File: src/rtl/wdt_pkg.sv
// Shared types for the escalating watchdog.
// Assumes a two-bit stage whose numeric value orders the ladder.
package wdt_pkg;

    typedef enum logic [1:0] {
        STG_IDLE = 2'd0,
        STG_IRQ  = 2'd1,
        STG_NMI  = 2'd2,
        STG_RST  = 2'd3
    } stage_e;

    // Highest stage a given mode value may reach.
    function automatic stage_e stage_cap(input logic [1:0] mode);
        case (mode)
            2'd1:    return STG_IRQ;
            2'd2:    return STG_NMI;
            2'd3:    return STG_RST;
            default: return STG_IDLE;
        endcase
    endfunction

endpackage

File: src/rtl/wdt_prescaler.sv
// Free-running divider that emits one tick every 2**PRE_W cycles.
// Assumes restart zeroes the phase so a period starts exactly at a service edge.
module wdt_prescaler #(
    parameter int PRE_W = 8
) (
    input  logic clk,
    input  logic rst_n,
    input  logic run,
    input  logic restart,
    output logic tick
);
    logic [PRE_W-1:0] div_q;

    // Advance the phase while running; hold it at zero otherwise.
    always_ff @(posedge clk) begin
        if (!rst_n)
            div_q <= '0;
        else if (restart || !run)
            div_q <= '0;
        else
            div_q <= div_q + 1'b1;
    end

    // A tick marks the last cycle of each divided interval.
    always_comb tick = run && !restart && (div_q == {PRE_W{1'b1}});

endmodule

File: src/rtl/wdt_countdown.sv
// Period counter: reloads with {len, zeros} and flags expiry on the tick that ends a period.
// Assumes len >= 1 for meaningful periods; len 0 expires on every tick.
module wdt_countdown #(
    parameter int LEN_W  = 16,
    parameter int FRAC_W = 8
) (
    input  logic             clk,
    input  logic             rst_n,
    input  logic             load,
    input  logic [LEN_W-1:0] len,
    input  logic             tick,
    output logic             expire
);
    localparam int CNT_W = LEN_W + FRAC_W;

    logic [CNT_W-1:0] cnt_q;
    logic [CNT_W-1:0] reload;
    logic             last;

    // Reload value and end-of-period detect.
    always_comb begin
        reload = {len, {FRAC_W{1'b0}}};
        last   = (cnt_q <= CNT_W'(1));
        expire = tick && !load && last;
    end

    // Count down on ticks; reload on service or at period end.
    always_ff @(posedge clk) begin
        if (!rst_n)
            cnt_q <= '0;
        else if (load)
            cnt_q <= reload;
        else if (tick)
            cnt_q <= last ? reload : cnt_q - 1'b1;
    end

endmodule

File: src/rtl/wdt_ladder.sv
// Stage machine: climbs one step per expiry up to the cap, pulses reset on entering the top.
// Assumes clear has priority over expiry in the same cycle.
module wdt_ladder
    import wdt_pkg::*;
(
    input  logic   clk,
    input  logic   rst_n,
    input  logic   clear,
    input  logic   expire,
    input  stage_e cap,
    output stage_e stage,
    output logic   srst
);
    // Step the ladder and produce the one-cycle reset request.
    always_ff @(posedge clk) begin
        if (!rst_n) begin
            stage <= STG_IDLE;
            srst  <= 1'b0;
        end else begin
            srst <= 1'b0;
            if (clear) begin
                stage <= STG_IDLE;
            end else if (expire && (stage < cap)) begin
                stage <= stage_e'(stage + 2'd1);
                srst  <= (stage == STG_NMI);
            end
        end
    end

endmodule

File: src/rtl/wdt_escalator.sv
// Top of the escalating watchdog: configuration latch, prescaler, counter and ladder.
// Assumes cfg_we and poke are single-cycle synchronous strobes; cfg_we wins over poke.
module wdt_escalator
    import wdt_pkg::*;
#(
    parameter int LEN_W  = 16,
    parameter int FRAC_W = 8,
    parameter int PRE_W  = 8
) (
    input  logic             clk,
    input  logic             rst_n,
    input  logic             cfg_we,
    input  logic [LEN_W-1:0] cfg_len,
    input  logic [1:0]       cfg_mode,
    input  logic             poke,
    output logic             irq_o,
    output logic             nmi_o,
    output logic             srst_o,
    output logic [1:0]       stage_o
);
    logic [LEN_W-1:0] len_q;
    logic [1:0]       mode_q;
    logic             restart;
    logic             run;
    logic             tick;
    logic             expire;
    stage_e           stage;

    // Latch the configuration on a write.
    always_ff @(posedge clk) begin
        if (!rst_n) begin
            len_q  <= '0;
            mode_q <= 2'd0;
        end else if (cfg_we) begin
            len_q  <= cfg_len;
            mode_q <= cfg_mode;
        end
    end

    // Service events and enable.
    always_comb begin
        restart = cfg_we || poke;
        run     = (mode_q != 2'd0);
    end

    wdt_prescaler #(.PRE_W(PRE_W)) u_pre (
        .clk     (clk),
        .rst_n   (rst_n),
        .run     (run),
        .restart (restart),
        .tick    (tick)
    );

    wdt_countdown #(.LEN_W(LEN_W), .FRAC_W(FRAC_W)) u_cnt (
        .clk    (clk),
        .rst_n  (rst_n),
        .load   (restart),
        .len    (cfg_we ? cfg_len : len_q),
        .tick   (tick),
        .expire (expire)
    );

    wdt_ladder u_lad (
        .clk    (clk),
        .rst_n  (rst_n),
        .clear  (restart),
        .expire (expire),
        .cap    (stage_cap(mode_q)),
        .stage  (stage),
        .srst   (srst_o)
    );

    // Level outputs decoded from the stage.
    always_comb begin
        stage_o = stage;
        irq_o   = (stage != STG_IDLE);
        nmi_o   = stage[1];
    end

endmodule

File: config.mk
export PLATFORM = sky130hd
export DESIGN_NAME = wdt_escalator
export DESIGN_NICKNAME = d
export VERILOG_FILES = /design/src/rtl/wdt_pkg.sv /design/src/rtl/wdt_prescaler.sv /design/src/rtl/wdt_countdown.sv /design/src/rtl/wdt_ladder.sv /design/src/rtl/wdt_escalator.sv
export SDC_FILE = /design/constraint.sdc
export NUM_CORES = 1
export LEC_CHECK = 0
export BUFFER_PORTS_ARGS = -buffer_cell sky130_fd_sc_hd__buf_2
export CAP_MARGIN = 20
export CORE_ASPECT_RATIO = 0.8
export CORE_MARGIN = 5
export CORE_UTILIZATION = 30
export CTS_CLUSTER_DIAMETER = 50
export DETAILED_ROUTE_END_ITERATION = 6
export GPL_ROUTABILITY_DRIVEN = 0
export PLACE_DENSITY = 0.54
export SYNTH_ARGS = -nofsm -noshare
export SYNTH_HDL_FRONTEND = slang
export SYNTH_SLANG_ARGS = --single-unit
File: constraint.sdc
create_clock -name clk -period 5.7 [get_ports clk]
set_input_delay 1.71 -clock clk [delete_from_list [all_inputs] [get_ports clk]]
set_output_delay 1.71 -clock clk [all_outputs]
set_load 0.05 [all_outputs]
==> impl_metrics.json, run 1 <==
{
  "ctsResizeCount": 0,
  "die_h_um": 96.2,
  "max_stage_delay_ns": 0.76,
  "ant_nets": 0,
  "cts.sinks": 53,
  "path_cells": "buf_2 > nor2_1 > nand4_1 > a21oi_2 > nand4_1 > and4_1",
  "synth_area_mm2": 0.00279,
  "synthesis.instances": 332,
  "synth_top_area_share_pct": 38.1,
  "clk_latency_ns": 0.30,
  "dp_cells": 460,
  "cts_max_level": 2,
  "core_mm2": 0.00908,
  "hold_buffers": 0,
  "vdd_drop_max_v": 0.000134,
  "max_cap_violations": 0,
  "outcome": "completed",
  "die_w_um": 118,
  "cp_max_fo": 25,
  "synth_area_leader_cell": "dfxtp_1",
  "fin_skew_ns": 0.00896,
  "drc": 0,
  "drv_slew": 0,
  "grt_overflow_total": 0,
  "root_buffer": "clkbuf_16",
  "worst_pin_slew_ns": 0.865,
  "critPathArrivalTime_ns": 4.29,
  "first_global_vias": 2362,
  "num_io_pins": 27,
  "synth_flop_cell": "dfxtp_1",
  "syn_to_final_growth_pct": 14.2,
  "dp_hpwl_um": 5260,
  "insertedDiodeCount": 0,
  "seq_area_frac_synth_pct": 38.1,
  "setup_viol": 0,
  "initial_core_util_pct": 30.7,
  "portBuffers": 26,
  "hp-class": "flip-flop to flip-flop",
  "grt_usage_pct": 13.1,
  "grt_pass1_wl_um": 12100,
  "yosysWarnings": 0,
  "synth-edff-count": 0,
  "rsz0062_at_grt": "false",
  "die_area_mm2": 0.0113,
  "cp-end-kind": "flip-flop",
  "cts_tree": "built",
  "hold_viol_final": 0,
  "cts.clk_slew.worst_paths_ns": 0.07,
  "fmax_mhz": 244,
  "ys_seq_elements": 53,
  "synth_common_cells": "53 x dfxtp_1, 51 x nor2_1, 19 x mux2i_1, 19 x nand3_1, 16 x nor3_1",
  "relSlewSlack_pct": 42.1,
  "final_nets": 380,
  "final_layout_size_suffix_gt1_share_pct": 13.3,
  "vias": 2525,
  "synth.most_common_cell": "dfxtp_1",
  "wire_per_inst_um": 15.4,
  "synth_cell_types": 57,
  "async_flop_share_pct": 0,
  "powerDensity_mw_per_mm2": 274,
  "required_ns": 5.89,
  "synth.area.top_cells": "dfxtp_1 38%, nor2_1 6.9%, mux2i_1 6.8%",
  "cpMostUsedCell": "nand4_1",
  "p_leak_nw": 1.23,
  "rows": 31,
  "antenna_found_initial": 0,
  "cp-start-kind": "input port",
  "avgSynthCellArea_um2": 8.40,
  "cts_setup_buffers": 0,
  "grt_max_degree": 26,
  "dr.first_iter.drc_count": 236,
  "wl_um": 7190,
  "period_needed_ns": 4.10,
  "final.setup.tns_ns": 0,
  "slowest_stage": "nor2_1",
  "final_cells": 468,
  "syn_nets": 360,
  "clockBufferDepth": 2,
  "viasPerCell": 5.40,
  "numCtsBuffers": 5,
  "drtPass1Iterations": 5,
  "crit_type": "input port to flip-flop",
  "fin_crit_sh_pct": 71.9
}
## routing by layer
metal | GRT usage [%] | share of wire [%] | wire [um] | up-vias
met5 | 0 | 0 | 0 | -
met4 | 3.72 | 1.0 | 72 | 0
met3 | 4.00 | 8.4 | 607 | 12
met2 | 18.2 | 40 | 2880 | 104
met1 | 19.4 | 50 | 3630 | 1157
li1 | - | - | - | 1252
## cell usage in the layout (no fill, tap or decap), types with 8 or more instances in the layout
cell / netlist / routed
a21oi_1: 11 / 11
a31oi_1: 11 / 11
buf_2: 1 / 26
dfxtp_1: 53 / 53
inv_1: 9 / 9
mux2i_1: 19 / 19
nand2_1: 13 / 13
nand3_1: 19 / 19
nor2_1: 51 / 51
nor3_1: 16 / 16
nor4_1: 8 / 8
o21ai_0: 10 / 10
xnor2_1: 8 / 8
## state kept, by name, summed over array words and instances, names as in the netlist
| name | count |
|---|---|
| u_pre.div_q | 8 |
| u_lad.stage | 2 |
| len_q | 16 |
| u_lad.srst | 1 |
| u_cnt.cnt_q | 24 |
| mode_q | 2 |
## critical path: cells and delay by family
family / cells / cell delay, ns
buffers and inverters: 1 / 0.31
AOI/OAI and AO/OA: 1 / 0.53
and+or+nand+nor: 4 / 1.73
## layout make-up
class / instances / area (um2)
fillers: 977 / 5890
multi-input cells: 255 / 1620
flip-flops and latches: 53 / 1060
repair buffers: 28 / 145
well taps: 115 / 144
clock buffers: 6 / 139
clock inverters: 2 / 37.5
inverters: 9 / 33.8
## report_power, final
part / total, mW / switching, mW / leakage, nW / internal (mW)
clock network: 0.359 / 0.139 / 0.0831 / 0.219
logic: 0.118 / 0.0735 / 0.715 / 0.0441
registers: 0.397 / 0.0119 / 0.434 / 0.385
total: 0.873 / 0.225 / 1.23 / 0.648
## stage by stage
step / total power, mW / area (um2) / setup slack [ns] / hold slack (ns) / utilization, %
after floorplan: 0.490 / 2790 / 2.29 / 0.413 / -
after global placement: 0.520 / 3010 / 1.37 / 0.428 / 33.1
after detailed placement: 0.521 / 3010 / 1.31 / 0.434 / 33.1
after CTS: 0.880 / 3180 / 1.62 / 0.444 / 35.1
after global routing: 0.916 / 3180 / 1.33 / 0.465 / 35.1
final: 0.873 / 3180 / 1.60 / 0.442 / 35.1
## kinds of logic (layout without fill, tap and decap cells)
kind of cell	after synthesis	count (layout)	share of synthesized area [%]
and+or+nand+nor	153	153	29.3
buffers and inverters	24	45	3.68
DFF	53	53	38.1
xor gates and xnor gates	14	14	4.40
AOI/OAI and AO/OA	63	63	15.0
muxes	19	19	6.82
adders and majority gates	6	6	2.69
## final timing paths
| check | start | end | slack, ns | cells after the start |
|---|---|---|---|---|
| setup / recovery | cfg_we | u_cnt.cnt_q[15]$_SDFFE_PN0P_ | 1.60 | 6 |
| hold / removal | u_pre.div_q[0]$_SDFF_PP0_ | u_pre.div_q[0]$_SDFF_PP0_ | 0.44 | 1 |
| setup reg to reg | u_cnt.cnt_q[0]$_SDFFE_PP0P_ | u_cnt.cnt_q[22]$_SDFFE_PN0P_ | 3.03 | 7 |
| hold reg to reg | u_pre.div_q[0]$_SDFF_PP0_ | u_pre.div_q[0]$_SDFF_PP0_ | 0.44 | 1 |
Note: power is estimated with default switching activity, not from simulation.
==> inputs of run 2 (changes only) <==
==> constraint.sdc (replaced) <==
create_clock -name clk -period 4.21 [get_ports clk]
set_input_delay 1.263 -clock clk [delete_from_list [all_inputs] [get_ports clk]]
set_output_delay 1.263 -clock clk [all_outputs]
set_load 0.05 [all_outputs]
==> run 2 against run 1 <==
Against the previous run:
- flip-flop and latch count unchanged
- largest cell class unchanged
- register-to-register slack worse by 1.4 ns
- global-route usage increased by 0.24 points
- routed wire length increased by 1.9%
- design area shrank 0.47%
==> impl_metrics.json, run 2 (synthesized netlist as in run 1, its figures left out) <==
{
  "reg_top3": "u_cnt.cnt_q: 24 flops, len_q: 16 flops, u_pre.div_q: 8 flops",
  "cts_max_level": 2,
  "critPathLaunch": "cfg_we",
  "drtPass1Iterations": 4,
  "cts.clk_slew.worst_paths_ns": 0.06,
  "wl_um": 7330,
  "cts.sinks": 53,
  "max_cap_violations": 0,
  "relSlewSlack_pct": 41.8,
  "fmax_mhz": 327,
  "postPlaceCellArea_mm2": 0.00303,
  "drc": 0,
  "die_h_um": 96.2,
  "initial_core_util_pct": 30.7,
  "required_ns": 4.39,
  "largest_register_ff_count": 24,
  "grt_usage_pct": 13.4,
  "hp-class": "flip-flop to flip-flop",
  "die_area_mm2": 0.0113,
  "first_global_vias": 2288,
  "hp-start": "u_pre.div_q[0]$_SDFF_PP0_",
  "portBuffers": 26,
  "max_stage_delay_ns": 0.56,
  "most-common-layout-cells": "53 x dfxtp_1, 51 x nor2_1, 26 x buf_2",
  "fin_skew_ns": 0.00721,
  "vias": 2491,
  "wire_per_inst_um": 15.6,
  "final.setup.tns_ns": 0,
  "critPathArrivalTime_ns": 3.24,
  "path_cells": "buf_2 > or2_0 > a31oi_1 > or4_1 > nand4_1 > a31oi_1",
  "cts_tree": "built",
  "period_needed_ns": 3.06,
  "hold_viol_final": 0,
  "drv_slew": 0,
  "worstReg2RegStart": "u_cnt.cnt_q[8]$_SDFFE_PN0P_",
  "clockBufferDepth": 2,
  "hold_buffers": 0,
  "vdd_drop_max_v": 0.000206,
  "cpMostUsedCell": "a31oi_1",
  "grt_max_degree": 26,
  "rows": 31,
  "dp_cells": 463,
  "clk_latency_ns": 0.30,
  "largest-register": "u_cnt.cnt_q",
  "fin_area_mm2": 0.00317,
  "antenna_found_initial": 0,
  "crit_type": "input port to flip-flop",
  "final_cells": 471,
  "setup_viol": 0,
  "final_layout_size_suffix_gt1_share_pct": 13.8,
  "cp-start-kind": "input port",
  "ctsResizeCount": 0,
  "core_mm2": 0.00908,
  "final_common_cell": "dfxtp_1",
  "die_w_um": 118,
  "cp_max_fo": 25,
  "slowest_stage": "or4_1",
  "syn_to_final_growth_pct": 13.7,
  "fin_crit_sh_pct": 72.6,
  "root_buffer": "clkbuf_16",
  "viasPerCell": 5.29,
  "cts_setup_buffers": 0,
  "rsz0062_at_grt": "false",
  "cp-end-kind": "flip-flop",
  "grt_pass1_wl_um": 12200,
  "worst_pin_slew_ns": 0.870,
  "powerDensity_mw_per_mm2": 347,
  "numCtsBuffers": 5,
  "outcome": "completed",
  "p_leak_nw": 1.23,
  "dp_hpwl_um": 5250,
  "insertedDiodeCount": 0,
  "ant_nets": 0,
  "grt_overflow_total": 0,
  "final_nets": 383,
  "dr.first_iter.drc_count": 207,
  "num_io_pins": 27
}
run 2: cell types whose count changed in the layout (fill, tap and decap cells not counted), sizes merged:
| cell | before | now |
|---|---|---|
| clkinvlp | 1 | 0 |
| buf | 28 | 31 |
| clkinv | 0 | 2 |
| bufinv | 1 | 0 |
run 2: area by class of cell:
class,instances,area (um2)
fillers,963,5910
multi-input cells,255,1620
flip-flops and latches,53,1060
repair buffers,31,168
well taps,115,144
clock buffers,6,129
inverters,9,33.8
clock inverters,2,10.0
run 2: per-stage QoR:
stage	util (%)	hold WS (ns)	total power [mW]	setup WS, ns
2_1_floorplan	-	0.413	0.663	1.24
3_3_place_gp	33.4	0.429	0.705	0.899
3_5_place_dp	33.4	0.437	0.705	0.807
4_1_cts	34.9	0.447	1.11	1.12
5_1_grt	34.9	0.476	1.15	0.997
6_report	34.9	0.441	1.10	1.15
run 2: per-layer routing:
layer	GRT usage (%)	vias up	share of wire (%)
met1	19.8	1160	51
met5	0	-	0
met2	19.0	67	41
met4	4.01	0	0.96
li1	-	1258	-
met3	3.41	6	7.3
run 2: power breakdown:
group	total [mW]	leakage, nW	internal, mW	switching (mW)
clock network	0.405	0.0706	0.219	0.186
logic	0.158	0.730	0.0602	0.0979
registers	0.538	0.434	0.521	0.0167
run 2: critical path: cells and delay by family:
family	cells	cell delay, ns
simple gates	3	1.10
buf+inv	1	0.51
compound gates	2	0.35
run 2: final timing paths:
check                                               endpoint  slack, ns  depth (start not counted)
worst max-delay path            u_cnt.cnt_q[14]$_SDFFE_PN0P_       1.15                          6
worst min register to register     u_pre.div_q[0]$_SDFF_PP0_       0.44                          1
worst max register to register         u_lad.srst$_SDFF_PP0_       1.63                          4
worst min-delay path               u_pre.div_q[0]$_SDFF_PP0_       0.44                          1
==> inputs of run 3 (changes only) <==
==> constraint.sdc (replaced) <==
create_clock -name clk -period 2.95 [get_ports clk]
set_input_delay 0.885 -clock clk [delete_from_list [all_inputs] [get_ports clk]]
set_output_delay 0.885 -clock clk [all_outputs]
set_load 0.05 [all_outputs]
==> run 3 against run 2 <==
Against the previous run:
- clock skew decreased by 0.0017 ns
- clock power increased by 44%
- routed wire length increased by 2.7%
- first-iteration DRC count decreased by 2.9%
- sequential share of layout area decreased by 0.48 points
- combinational power increased by 47%
- non-clock buffer count increased by 5
- critical path type unchanged
- largest power group unchanged
==> impl_metrics.json, run 3 (synthesized netlist as in run 1, its figures left out) <==
{
  "outcome": "completed",
  "portBuffers": 26,
  "ant_nets": 0,
  "cts_max_level": 2,
  "path_cells": "buf_2 > or2_0 > nor4_4 > o21ai_2 > or4_1 > o211ai_1",
  "powerDensity_mw_per_mm2": 492,
  "rows": 31,
  "drt-met1-wl_um": 3890,
  "switching_share_pct": 27.4,
  "die_area_mm2": 0.0113,
  "syn_to_final_growth_pct": 15.3,
  "worst_pin_slew_ns": 0.803,
  "cp-start-kind": "input port",
  "clockBufferDepth": 2,
  "drv_slew": 0,
  "viasPerCell": 5.36,
  "cp-end-kind": "flip-flop",
  "path_buf_inv": 1,
  "p_leak_nw": 1.25,
  "wl_um": 7520,
  "grt_pass1_wl_um": 12700,
  "wire_per_inst_um": 15.8,
  "final_nets": 388,
  "relSlewSlack_pct": 46.2,
  "die_w_um": 118,
  "final_util_pct": 35.4,
  "final.setup.tns_ns": 0,
  "core_mm2": 0.00908,
  "largest_register_ff_count": 24,
  "clk_latency_ns": 0.29,
  "cts.clk_slew.worst_paths_ns": 0.07,
  "max_stage_delay_ns": 0.50,
  "grt_overflow_total": 0,
  "die_h_um": 96.2,
  "ctsResizeCount": 0,
  "drtPass1Iterations": 5,
  "cts.sinks": 53,
  "drc": 0,
  "final_common_cell": "dfxtp_1",
  "max_cap_violations": 0,
  "grt_usage_pct": 13.6,
  "required_ns": 3.16,
  "reg_top3": "u_cnt.cnt_q: 24 flops, len_q: 16 flops, u_pre.div_q: 8 flops",
  "root_buffer": "clkbuf_16",
  "switchingPower_uw": 434,
  "cp_max_fo": 6,
  "dr.first_iter.drc_count": 201,
  "num_io_pins": 27,
  "cp_top_family": "simple AND/OR/NAND/NOR gates",
  "cts_setup_buffers": 0,
  "vdd_drop_max_v": 0.000248,
  "first_global_vias": 2482,
  "fin_crit_sh_pct": 78.6,
  "final_layout_size_suffix_gt1_share_pct": 15.2,
  "rsz0062_at_grt": "false",
  "pwr-share-seq_pct": 48.5,
  "crit_type": "input port to flip-flop",
  "pwr-share-clk_pct": 36.8,
  "period_needed_ns": 2.32,
  "slowest_stage": "or4_1",
  "vias": 2553,
  "p_int_mw": 1.15,
  "combPwrFrac_pct": 14.7,
  "routed.top_layer": "met4",
  "worst_hold_slack_ns": 0.441,
  "initial_core_util_pct": 30.7,
  "antenna_found_initial": 0,
  "setup_viol": 0,
  "fmax_mhz": 431,
  "insertedDiodeCount": 0,
  "largest-register": "u_cnt.cnt_q",
  "numCtsBuffers": 5,
  "grt_max_degree": 24,
  "hp-class": "flip-flop to flip-flop",
  "dp_hpwl_um": 5590,
  "hold_buffers": 0,
  "dr_wl_met3_um": 486,
  "hold_viol_final": 0,
  "fin_skew_ns": 0.00554,
  "cts_tree": "built",
  "critPathArrivalTime_ns": 2.53,
  "most-common-layout-cells": "53 x dfxtp_1, 51 x nor2_1, 26 x buf_2",
  "dr_wl_met2_um": 3090
}
## run 3: stage by stage
stage | worst slack [ns] | cell area [um2] | power [mW] | instances
floorplan | 0.361 | 2790 | 0.946 | 332
global placement | 0.452 | 3070 | 1.01 | 468
detailed placement | 0.390 | 3070 | 1.01 | 468
CTS | 0.654 | 3220 | 1.60 | 476
global route | 0.435 | 3220 | 1.67 | 476
finish | 0.631 | 3220 | 1.58 | 476
## run 3: power by group through the flow
stage	Clock, mW	Sequential [mW]	Combinational (mW)
CTS	0.600	0.767	0.233
finish	0.583	0.768	0.232
global route	0.637	0.772	0.259
global placement	0	0.783	0.229
detailed placement	0	0.784	0.231
floorplan	0	0.776	0.170
## run 3: per-layer routing
metal	GRT usage [%]	vias to the layer above
met3	2.70	8
met4	3.15	0
met2	19.9	60
met5	0	-
met1	20.5	1213
li1	-	1272
## run 3: layout make-up
cell class                      count  area [um2]
Fill cell                         959        5860
Multi-Input combinational cell    255        1620
Sequential cell                    53        1060
Timing Repair Buffer               36         205
Tap cell                          115         144
Clock buffer                        5         125
Inverter                            9        33.8
Clock inverter                      3        22.5
## run 3: path summary, 6_finish.rpt
kind | start | end | slack [ns] | depth (start not counted)
max reg2reg | u_cnt.cnt_q[15]$_SDFFE_PN0P_ | u_cnt.cnt_q[13]$_SDFFE_PN0P_ | 0.64 | 5
min | u_pre.div_q[0]$_SDFF_PP0_ | u_pre.div_q[0]$_SDFF_PP0_ | 0.44 | 1
max | cfg_we | u_cnt.cnt_q[12]$_SDFFE_PN0P_ | 0.63 | 6
min reg2reg | u_pre.div_q[0]$_SDFF_PP0_ | u_pre.div_q[0]$_SDFF_PP0_ | 0.44 | 1
## run 3: worst register-to-register path, stage by stage (launching register included)
cell	delay, ns
dfxtp_1	0.38
or4_4	0.64
nor3_4	0.43
a21oi_2	0.23
or3_1	0.40
a31oi_1	0.16
